### src/rtl/tmr_pkg.sv
package tmr_pkg;
    parameter int DATA_W    = 8;
    parameter int ADDR_W    = 2;
    parameter int SEL_W     = 3;
    parameter int MAX_SHIFT = 4;

    localparam logic [ADDR_W-1:0] ADR_COUNT = ADDR_W'(0);
    localparam logic [ADDR_W-1:0] ADR_CTRL  = ADDR_W'(1);

    localparam int RUN_BIT  = DATA_W - 1;
    localparam int FLAG_BIT = DATA_W - 2;

    typedef struct packed {
        logic [DATA_W-1:0] pre;
        logic              run;
        logic              flag;
        logic [SEL_W-1:0]  sel;
    } regs_t;

    typedef struct packed {
        logic [DATA_W-1:0] cnt;
        logic              irq;
    } core_t;
endpackage

### src/rtl/tmr_prescaler.sv
module tmr_prescaler #(
    parameter int SEL_W     = tmr_pkg::SEL_W,
    parameter int MAX_SHIFT = tmr_pkg::MAX_SHIFT
) (
    input  logic             clk,
    input  logic             rst_n,
    input  logic             run,
    input  logic [SEL_W-1:0] sel,
    output logic             tick
);
    localparam int SH_W = $clog2(MAX_SHIFT + 1);

    logic [MAX_SHIFT-1:0] div_d, div_q;
    logic [MAX_SHIFT-1:0] mask;
    logic [SH_W-1:0]      shift;

    always_comb begin
        if (sel[SEL_W-1]) shift = SH_W'(MAX_SHIFT);
        else              shift = SH_W'(sel[SEL_W-2:0]);
        for (int i = 0; i < MAX_SHIFT; i++) begin
            mask[i] = (i < int'(shift));
        end
        tick  = run && ((div_q & mask) == mask);
        // Held at zero while stopped, so a start begins a full period.
        div_d = run ? div_q + 1'b1 : '0;
    end

    always_ff @(posedge clk or negedge rst_n) begin
        if (!rst_n) div_q <= '0;
        else        div_q <= div_d;
    end
endmodule

### src/rtl/tmr_regs.sv
module tmr_regs
    import tmr_pkg::*;
(
    input  logic              clk,
    input  logic              rst_n,
    input  logic              wr,
    input  logic [ADDR_W-1:0] addr,
    input  logic [DATA_W-1:0] wdata,
    input  logic              uflow,
    input  logic [DATA_W-1:0] live_cnt,
    output logic [DATA_W-1:0] pre_q,
    output logic              run_q,
    output logic              flag_q,
    output logic [SEL_W-1:0]  sel_q,
    output logic              start,
    output logic              direct,
    output logic [DATA_W-1:0] rdata
);
    regs_t r_d, r_q;
    logic  wr_cnt, wr_ctl;

    always_comb begin
        wr_cnt = wr && (addr == ADR_COUNT);
        wr_ctl = wr && (addr == ADR_CTRL);
        r_d    = r_q;
        if (wr_cnt) r_d.pre = wdata;
        if (wr_ctl) begin
            r_d.run = wdata[RUN_BIT];
            r_d.sel = wdata[SEL_W-1:0];
        end
        // Hardware set wins over a software clear in the same cycle.
        r_d.flag = uflow | (r_q.flag & ~(wr_ctl & ~wdata[FLAG_BIT]));
        start    = wr_ctl && wdata[RUN_BIT] && !r_q.run;
        direct   = wr_cnt && !r_q.run;

        rdata = '0;
        if (addr == ADR_COUNT) begin
            rdata = live_cnt;
        end else if (addr == ADR_CTRL) begin
            rdata[RUN_BIT]     = r_q.run;
            rdata[FLAG_BIT]    = r_q.flag;
            rdata[SEL_W-1:0]   = r_q.sel;
        end
    end

    always_ff @(posedge clk or negedge rst_n) begin
        if (!rst_n) r_q <= '0;
        else        r_q <= r_d;
    end

    assign pre_q  = r_q.pre;
    assign run_q  = r_q.run;
    assign flag_q = r_q.flag;
    assign sel_q  = r_q.sel;
endmodule

### src/rtl/tmr_core.sv
module tmr_core
    import tmr_pkg::*;
(
    input  logic              clk,
    input  logic              rst_n,
    input  logic              tick,
    input  logic              start,
    input  logic              direct,
    input  logic [DATA_W-1:0] wdata,
    input  logic [DATA_W-1:0] pre,
    input  logic              irq_en,
    output logic [DATA_W-1:0] cnt_q,
    output logic              uflow,
    output logic              irq_q
);
    core_t c_d, c_q;

    always_comb begin
        c_d   = c_q;
        uflow = tick && (c_q.cnt == '0);
        if (start) begin
            c_d.cnt = pre;
        end else if (direct) begin
            c_d.cnt = wdata;
        end else if (tick) begin
            c_d.cnt = uflow ? pre : c_q.cnt - 1'b1;
        end
        c_d.irq = uflow && irq_en;
    end

    always_ff @(posedge clk or negedge rst_n) begin
        if (!rst_n) c_q <= '0;
        else        c_q <= c_d;
    end

    assign cnt_q = c_q.cnt;
    assign irq_q = c_q.irq;
endmodule

### src/rtl/reload_down_timer.sv
module reload_down_timer
    import tmr_pkg::*;
(
    input  logic              clk,
    input  logic              rst_n,
    input  logic              bus_wr,
    input  logic [ADDR_W-1:0] bus_addr,
    input  logic [DATA_W-1:0] bus_wdata,
    output logic [DATA_W-1:0] bus_rdata,
    input  logic              irq_en,
    output logic              irq
);
    logic [DATA_W-1:0] pre_w, cnt_w;
    logic              run_w, flag_w, start_w, direct_w, tick_w, uflow_w;
    logic [SEL_W-1:0]  sel_w;

    tmr_regs u_regs (
        .clk(clk), .rst_n(rst_n), .wr(bus_wr), .addr(bus_addr),
        .wdata(bus_wdata), .uflow(uflow_w), .live_cnt(cnt_w),
        .pre_q(pre_w), .run_q(run_w), .flag_q(flag_w), .sel_q(sel_w),
        .start(start_w), .direct(direct_w), .rdata(bus_rdata)
    );

    tmr_prescaler #(.SEL_W(SEL_W), .MAX_SHIFT(MAX_SHIFT)) u_psc (
        .clk(clk), .rst_n(rst_n), .run(run_w), .sel(sel_w), .tick(tick_w)
    );

    tmr_core u_core (
        .clk(clk), .rst_n(rst_n), .tick(tick_w), .start(start_w),
        .direct(direct_w), .wdata(bus_wdata), .pre(pre_w),
        .irq_en(irq_en), .cnt_q(cnt_w), .uflow(uflow_w), .irq_q(irq)
    );
endmodule

### config.mk
export PLATFORM = sky130hd
export DESIGN_NAME = reload_down_timer
export DESIGN_NICKNAME = d
export VERILOG_FILES = /design/src/rtl/tmr_pkg.sv /design/src/rtl/tmr_prescaler.sv /design/src/rtl/tmr_regs.sv /design/src/rtl/tmr_core.sv /design/src/rtl/reload_down_timer.sv
export SDC_FILE = /design/constraint.sdc
export NUM_CORES = 1
export LEC_CHECK = 0
export ABC_AREA = 1
export BUFFER_PORTS_ARGS = -buffer_cell sky130_fd_sc_hd__buf_2
export CORE_MARGIN = 2
export CORE_UTILIZATION = 45
export CTS_CLUSTER_SIZE = 28
export DETAILED_ROUTE_END_ITERATION = 8
export PLACE_DENSITY = 0.75
export SETUP_SLACK_MARGIN = 0.3
export SLEW_MARGIN = 20
export SYNTH_ARGS = -nofsm -noshare
export SYNTH_HDL_FRONTEND = slang
export SYNTH_SLANG_ARGS = --single-unit
### constraint.sdc
create_clock -name clk -period 2.1 [get_ports clk]
set_clock_uncertainty 0.15 [all_clocks]
set_input_delay 0.105 -clock clk [delete_from_list [all_inputs] [get_ports clk]]
set_output_delay 0.105 -clock clk [all_outputs]
set_load 0.03 [all_outputs]
Word level (Yosys, flattened, before mapping)
Index checks and enable logic that the tools add are counted.

Register bits: 26. Input bits: 14. Logic and storage cells: 44.

Reductions and logical operators: 12. Equality and inequality tests: 2. Magnitude comparators: 4. Mux-type cells: 11. $add $sub $neg: 2. Bitwise gates (word level): 6.

Operators with widths (number): 2-to-1 mux 8 bit (4); 2-to-1 mux 3 bit (4); logical AND 1 bit (8); zero test 8 bit (1); subtractor 8 x 1 -> 8 bit (second input constant) (1); < comparator 1 x 3 -> 1 bit (first input constant) (2); < comparator 2 x 3 -> 1 bit (first input constant) (2); adder 4 x 1 -> 4 bit (second input constant) (1); AND 4 bit (1); == test 4 bit (1); 2-to-1 mux 2 bit (2); 2-to-1 mux 4 bit (1); nonzero test 3 bit (1); AND 1 bit (2); == test 2 x 1 -> 1 bit (second input constant) (1); zero test 2 bit (1); NOT 1 bit (2); zero test 1 bit (1); bitwise OR 1 bit (1).

Longest topological paths before layout
Depth after elaboration: 10. Gate-level depth with buffers: 11. Depth with buffers taken out: 11.

Cells and area by module
Synthesis repeated with hierarchy kept, for this count alone.

Cells, all modules: 241. Area total of the unflattened synthesis: 1676.6 um2.

By module, submodules not included: tmr_core (instances 1, cells each 130, seq. area each 225.2 um2, area an instance 793.3 um2); tmr_regs (instances 1, cells each 85, seq. area each 325.3 um2, area an instance 679.4 um2); tmr_prescaler (instances 1, cells each 26, seq. area each 100.1 um2, area an instance 203.9 um2).

Least setup slack after synthesis
Ideal clock, no wire load.

Path kind: register to register. Start point: reg u_core.c_q (netlist bit u_core.cnt_q[0]). End point: reg u_core.c_q (netlist bit u_core.cnt_q[7]). Required time: 1.826 ns. Setup time: 0.124 ns. Period minus slack after synthesis: 1.602 ns. Path slack: 0.498 ns. Path buffers: 0. Data arrival time: 1.328 ns. Cell stages (with the launch flop): 10. Cell sequence: dfrtp_1 inv_1 ha_1 nand3_1 nor2_4 nand3_4 nand2_1 nand3_1 nand2_1 a21oi_1.

Cells in the longest elaborated chain, start to end: 6. Elaborated cells on any way between the ends: 7.

Ends and longest elaborated chain: start, declared (RTL line tmr_core.sv:16) `core_t c_d, c_q;`; start signal, assigned (RTL line tmr_core.sv:32) `if (!rst_n) c_q <= '0;`; start signal, assigned (RTL line tmr_core.sv:33) `else c_q <= c_d;`; branches (longest 2 deep; another with subtractor 8 x 1 -> 8 bit); 2-to-1 mux 8 bit * (RTL line tmr_core.sv:26) `c_d.cnt = uflow ? pre : c_q.cnt - 1'b1;`; 2-to-1 mux 8 bit * (RTL line tmr_core.sv:25) `end else if (tick) begin`; 2-to-1 mux 8 bit * (RTL line tmr_core.sv:23) `end else if (direct) begin`; 2-to-1 mux 8 bit * (RTL line tmr_core.sv:21) `if (start) begin`.

Every way passes the cells marked *. The select of a mux whose other input is x is not followed. A chain may end at the register's enable or synchronous reset.

Worst setup path after layout
Start point: reg u_core.c_q (netlist bit u_core.cnt_q[0]). End point: reg u_core.c_q (netlist bit u_core.cnt_q[5]).

Same word-level chain as after synthesis.

==> results <==
- The run finished with clean final reports.
- The number of core rows is 22.
- The routed via count is 1591.
- The count of clock tree sinks is 26.
- Setup total negative slack on the finished layout was measured at 0 ns.
- The via count of the first global-routing pass is 1459.
- The clock latency reported for the late side of the worst-skew pair is 0.27 ns.
- Once detail routing completed, the nets flagged for antenna violations numbered 0.
- Entering global routing, the biggest net connects 27 pins.
- At the pin with the least slew margin, the transition time is 0.588 ns.
- The die is 65.9 um wide.
- The post-synthesis instance area is 1720 sq um.
- TritonCTS built the clock tree.
- The routed design could run at a clock period as short as 1.76 ns.
- The DRC violation count after routing is 0.
- The final layout contains routed wiring with a total length of 3980 um.
- The count of synthesis-stage warnings from yosys is 0.
- Setup repair after global routing could not meet its margin everywhere.
- The max-slew headroom at the worst pin is 60.8%.
- The area growth from synthesis to layout is 19.8%.
- The synthesized design contains 0 enable-type register cells.
- The area of all placed cells without fillers is 2060 sq um.
- The synthesized netlist net count is 241.
- For this design, the slowest cell found on the critical path is sky130_fd_sc_hd__dfrtp_1.
- During placement, the flow inserted port buffers numbering 22.
- The region available for standard cell placement spans 3660 sq um.
- The number of stages on the worst setup path is 9.
- The clock-pin slew on the worst setup and hold paths is 0.09 ns.
- In this run the count of I/O pins placed on the die edge is 23.
- The highest attainable clock frequency is 0.569 GHz.
- The number of max-slew violations in the final report is 0.
- By area the synthesized netlist is led by sky130_fd_sc_hd__dfrtp_1 (38%), sky130_fd_sc_hd__nand2_1 (12%), sky130_fd_sc_hd__inv_1 (6.5%).
- STA puts the critical path data arrival time at 1.77 ns.
- The distinct cell type count after synthesis is 25.
- The area share of the largest cell type after synthesis is 37.8%.
- The most used flip-flop cell after synthesis is sky130_fd_sc_hd__dfrtp_1.
- Global routing consumed, over all layers together, 20.1% of the routing resources.
- The final estimated routing congestion in global placement is 0.892.
- The worst setup path is captured at a flop.
- The initial antenna violation count is 0.
- VDD sags by at most 455 uV.
- The count of final hold-check violations is 0.
- The maximum buffer depth of the clock tree is 2.
- Counting flops with an async set or reset pin after synthesis yields a share of 100%.
- The number of instances on the worst hold path is 4.
- The die covers 4340 sq um.
- Once the floorplan was initialized, standard cells occupied 47.0% of the core.
- Walking the worst path, the cells encountered are inv_2, ha_1, nand3_2, nor2_4, nand3_2, nand2_1, nand3_1, nand2_1, a21oi_1.
- Synthesis produced a netlist whose cell count is 224.
- The residual overflow from global routing is 0.
- The leakage power figure is 1.09 nW.
- The tool flagged a number of max-cap violations equal to 0.
- The critical path in this run is classified as reg -> reg.
- The number of cells on the worst reg-to-reg path is 9.
- The top cell type by total area after synthesis is sky130_fd_sc_hd__dfrtp_1.
- The critical path data required time is 2.11 ns.
- The first detailed-routing pass took 4 iterations.
- The synthesized design contains 26 register bits.
- The worst setup path is launched from a flop.
- After detailed placement, the total cell area comes to 1850 sq um.
- The level count of the clock H-tree is 1.
- The global-route wire length before repair is 6700 um.
- Counting both buffers and inverters, the worst setup path holds a total of 1.
- Of all nets on the critical path, the largest fanout is 8.
- Dividing the detail-routed wire length by the instance count gives 12.8 um.
- In this design, the stage delay of the slowest critical-path cell is 0.41 ns.
- The proportion of layout cells with a drive suffix above 1 is 24.4%.
- The share of the clock period used by the worst path is 83.7%.
- Setup violations remaining at the end of the flow were counted as 0.
- The number of antenna diodes in the final layout is 0.
- The worst hold path class is in -> reg.
- Measured along the y axis, the die boundary spans 65.9 um.
- The root buffer cell is sky130_fd_sc_hd__clkbuf_8.
- The share of synthesized area occupied by flip-flops and latches is 37.8%.
- Dividing total power by cell area gives a power density of 929 nW/um^2.
- After legalization and detailed placement, the total HPWL measured 2880 um.
- The via density per instance is 5.13.
- The cell family contributing the most delay on the critical path is simple AND/OR/NAND/NOR gates.
- The first routing iteration left 66 violations.
- After synthesis, the mean cell area works out to 7.69 sq um.
- The number of nets in the final layout is 281.
- The TritonCTS buffer count is 3.
-- what timing repair did --
item                                   4_1_cts  5_1_grt
setup endpoints to repair                    0        9
setup buffers                                0        5
resized for setup                            0        7
hold buffers                                10        0
endpoints found under the hold margin       38        0
-- stage by stage --
step	cells	utilization, %	hold slack (ns)	power [mW]	worst slack (ns)
2_1_floorplan	224	-	-0.341	1.38	0.498
3_3_place_gp	291	50.6	-0.00874	1.54	0.383
4_1_cts	304	54.5	0.0611	1.86	0.302
5_1_grt	310	56.4	0.0810	2.06	0.275
6_report	310	56.4	0.0504	1.92	0.342
3_5_place_dp	291	50.6	-0.00849	1.56	0.317
-- synth_stat cells (all sizes together), types with 2 or more instances --
| cell type | instances |
|---|---|
| inv | 34 |
| xor2 | 2 |
| nand3 | 11 |
| ha | 3 |
| nor2 | 25 |
| dfrtp | 26 |
| a22oi | 4 |
| nand4 | 10 |
| o21ai | 20 |
| nand2 | 65 |
| buf | 2 |
| a21oi | 19 |
-- where the power goes --
part	internal, mW	switching, mW
logic	0.332	0.541
registers	0.619	0.142
clock network	0.129	0.155
total	1.08	0.838
-- area by class of cell --
cell class | instances | area, sq um
sequential | 26 | 652
inverter | 34 | 130
timing repair buffer | 37 | 255
clock buffer | 3 | 41.3
multi-input combinational | 162 | 925
tap | 48 | 60.1
fill | 353 | 1600
-- worst register-to-register path, delay by kind of cell (launching register included) --
kind | cells | cell delay (ns)
AO/OA/AOI/OAI | 1 | 0.06
adder cells (fa/ha/maj) | 1 | 0.18
buffers and inverters | 1 | 0.10
flip-flops | 1 | 0.41
AND/OR/NAND/NOR | 6 | 0.77
-- sequential cells by signal (all words and copies together) (netlist names) --
register,cells
u_regs.sel_q,3
u_core.cnt_q,8
u_regs.run_q,1
u_core.irq_q,1
u_regs.flag_q,1
u_regs.pre_q,8
u_psc.div_q,4
-- layout by cell type (no fill, tap or decap), drive strengths merged --
cell type | synthesis | layout
nand2 | 65 | 65
inv | 34 | 34
buf | 2 | 27
dfrtp | 26 | 26
nor2 | 25 | 25
o21ai | 20 | 20
a21oi | 19 | 19
nand3 | 11 | 12
nand4 | 10 | 10
dlygate4sd3 | 0 | 10
a22oi | 4 | 4
ha | 3 | 3
clkbuf | 1 | 3
xor2 | 2 | 2
o22ai | 1 | 1
xnor2 | 1 | 1
-- per-layer routing --
metal / global-route usage (%) / part of all wire (%) / vias up
met3: 2.39 / 4.5 / 5
met4: 5.99 / 1.2 / 0
met2: 30.9 / 46 / 42
li1: - / - / 803
met5: 0 / 0 / -
met1: 29.5 / 48 / 741
-- worst paths after layout --
kind / from / to / slack, ns
max: u_core.cnt_q[0] / u_core.cnt_q[5] / 0.34
min: bus_wr / u_regs.run_q / 0.05
max reg2reg: u_core.cnt_q[0] / u_core.cnt_q[5] / 0.34
min reg2reg: u_regs.pre_q[1] / u_regs.pre_q[1] / 0.34
max in group asynchronous: rst_n / u_regs.run_q / 1.18
min in group asynchronous: rst_n / u_psc.div_q[1] / 0.21
-- logic make-up (layout without fill, tap and decap cells) --
logic type / Yosys count / in the layout / share of synthesized area [%]
adders and majority gates: 3 / 3 / 2.18
AOI/OAI and AO/OA: 44 / 44 / 14.3
and+or+nand+nor: 111 / 112 / 34.4
xor gates and xnor gates: 3 / 3 / 1.53
DFF: 26 / 26 / 37.8
buffers and inverters: 37 / 74 / 9.81
Power figures use the tool's default switching activity.
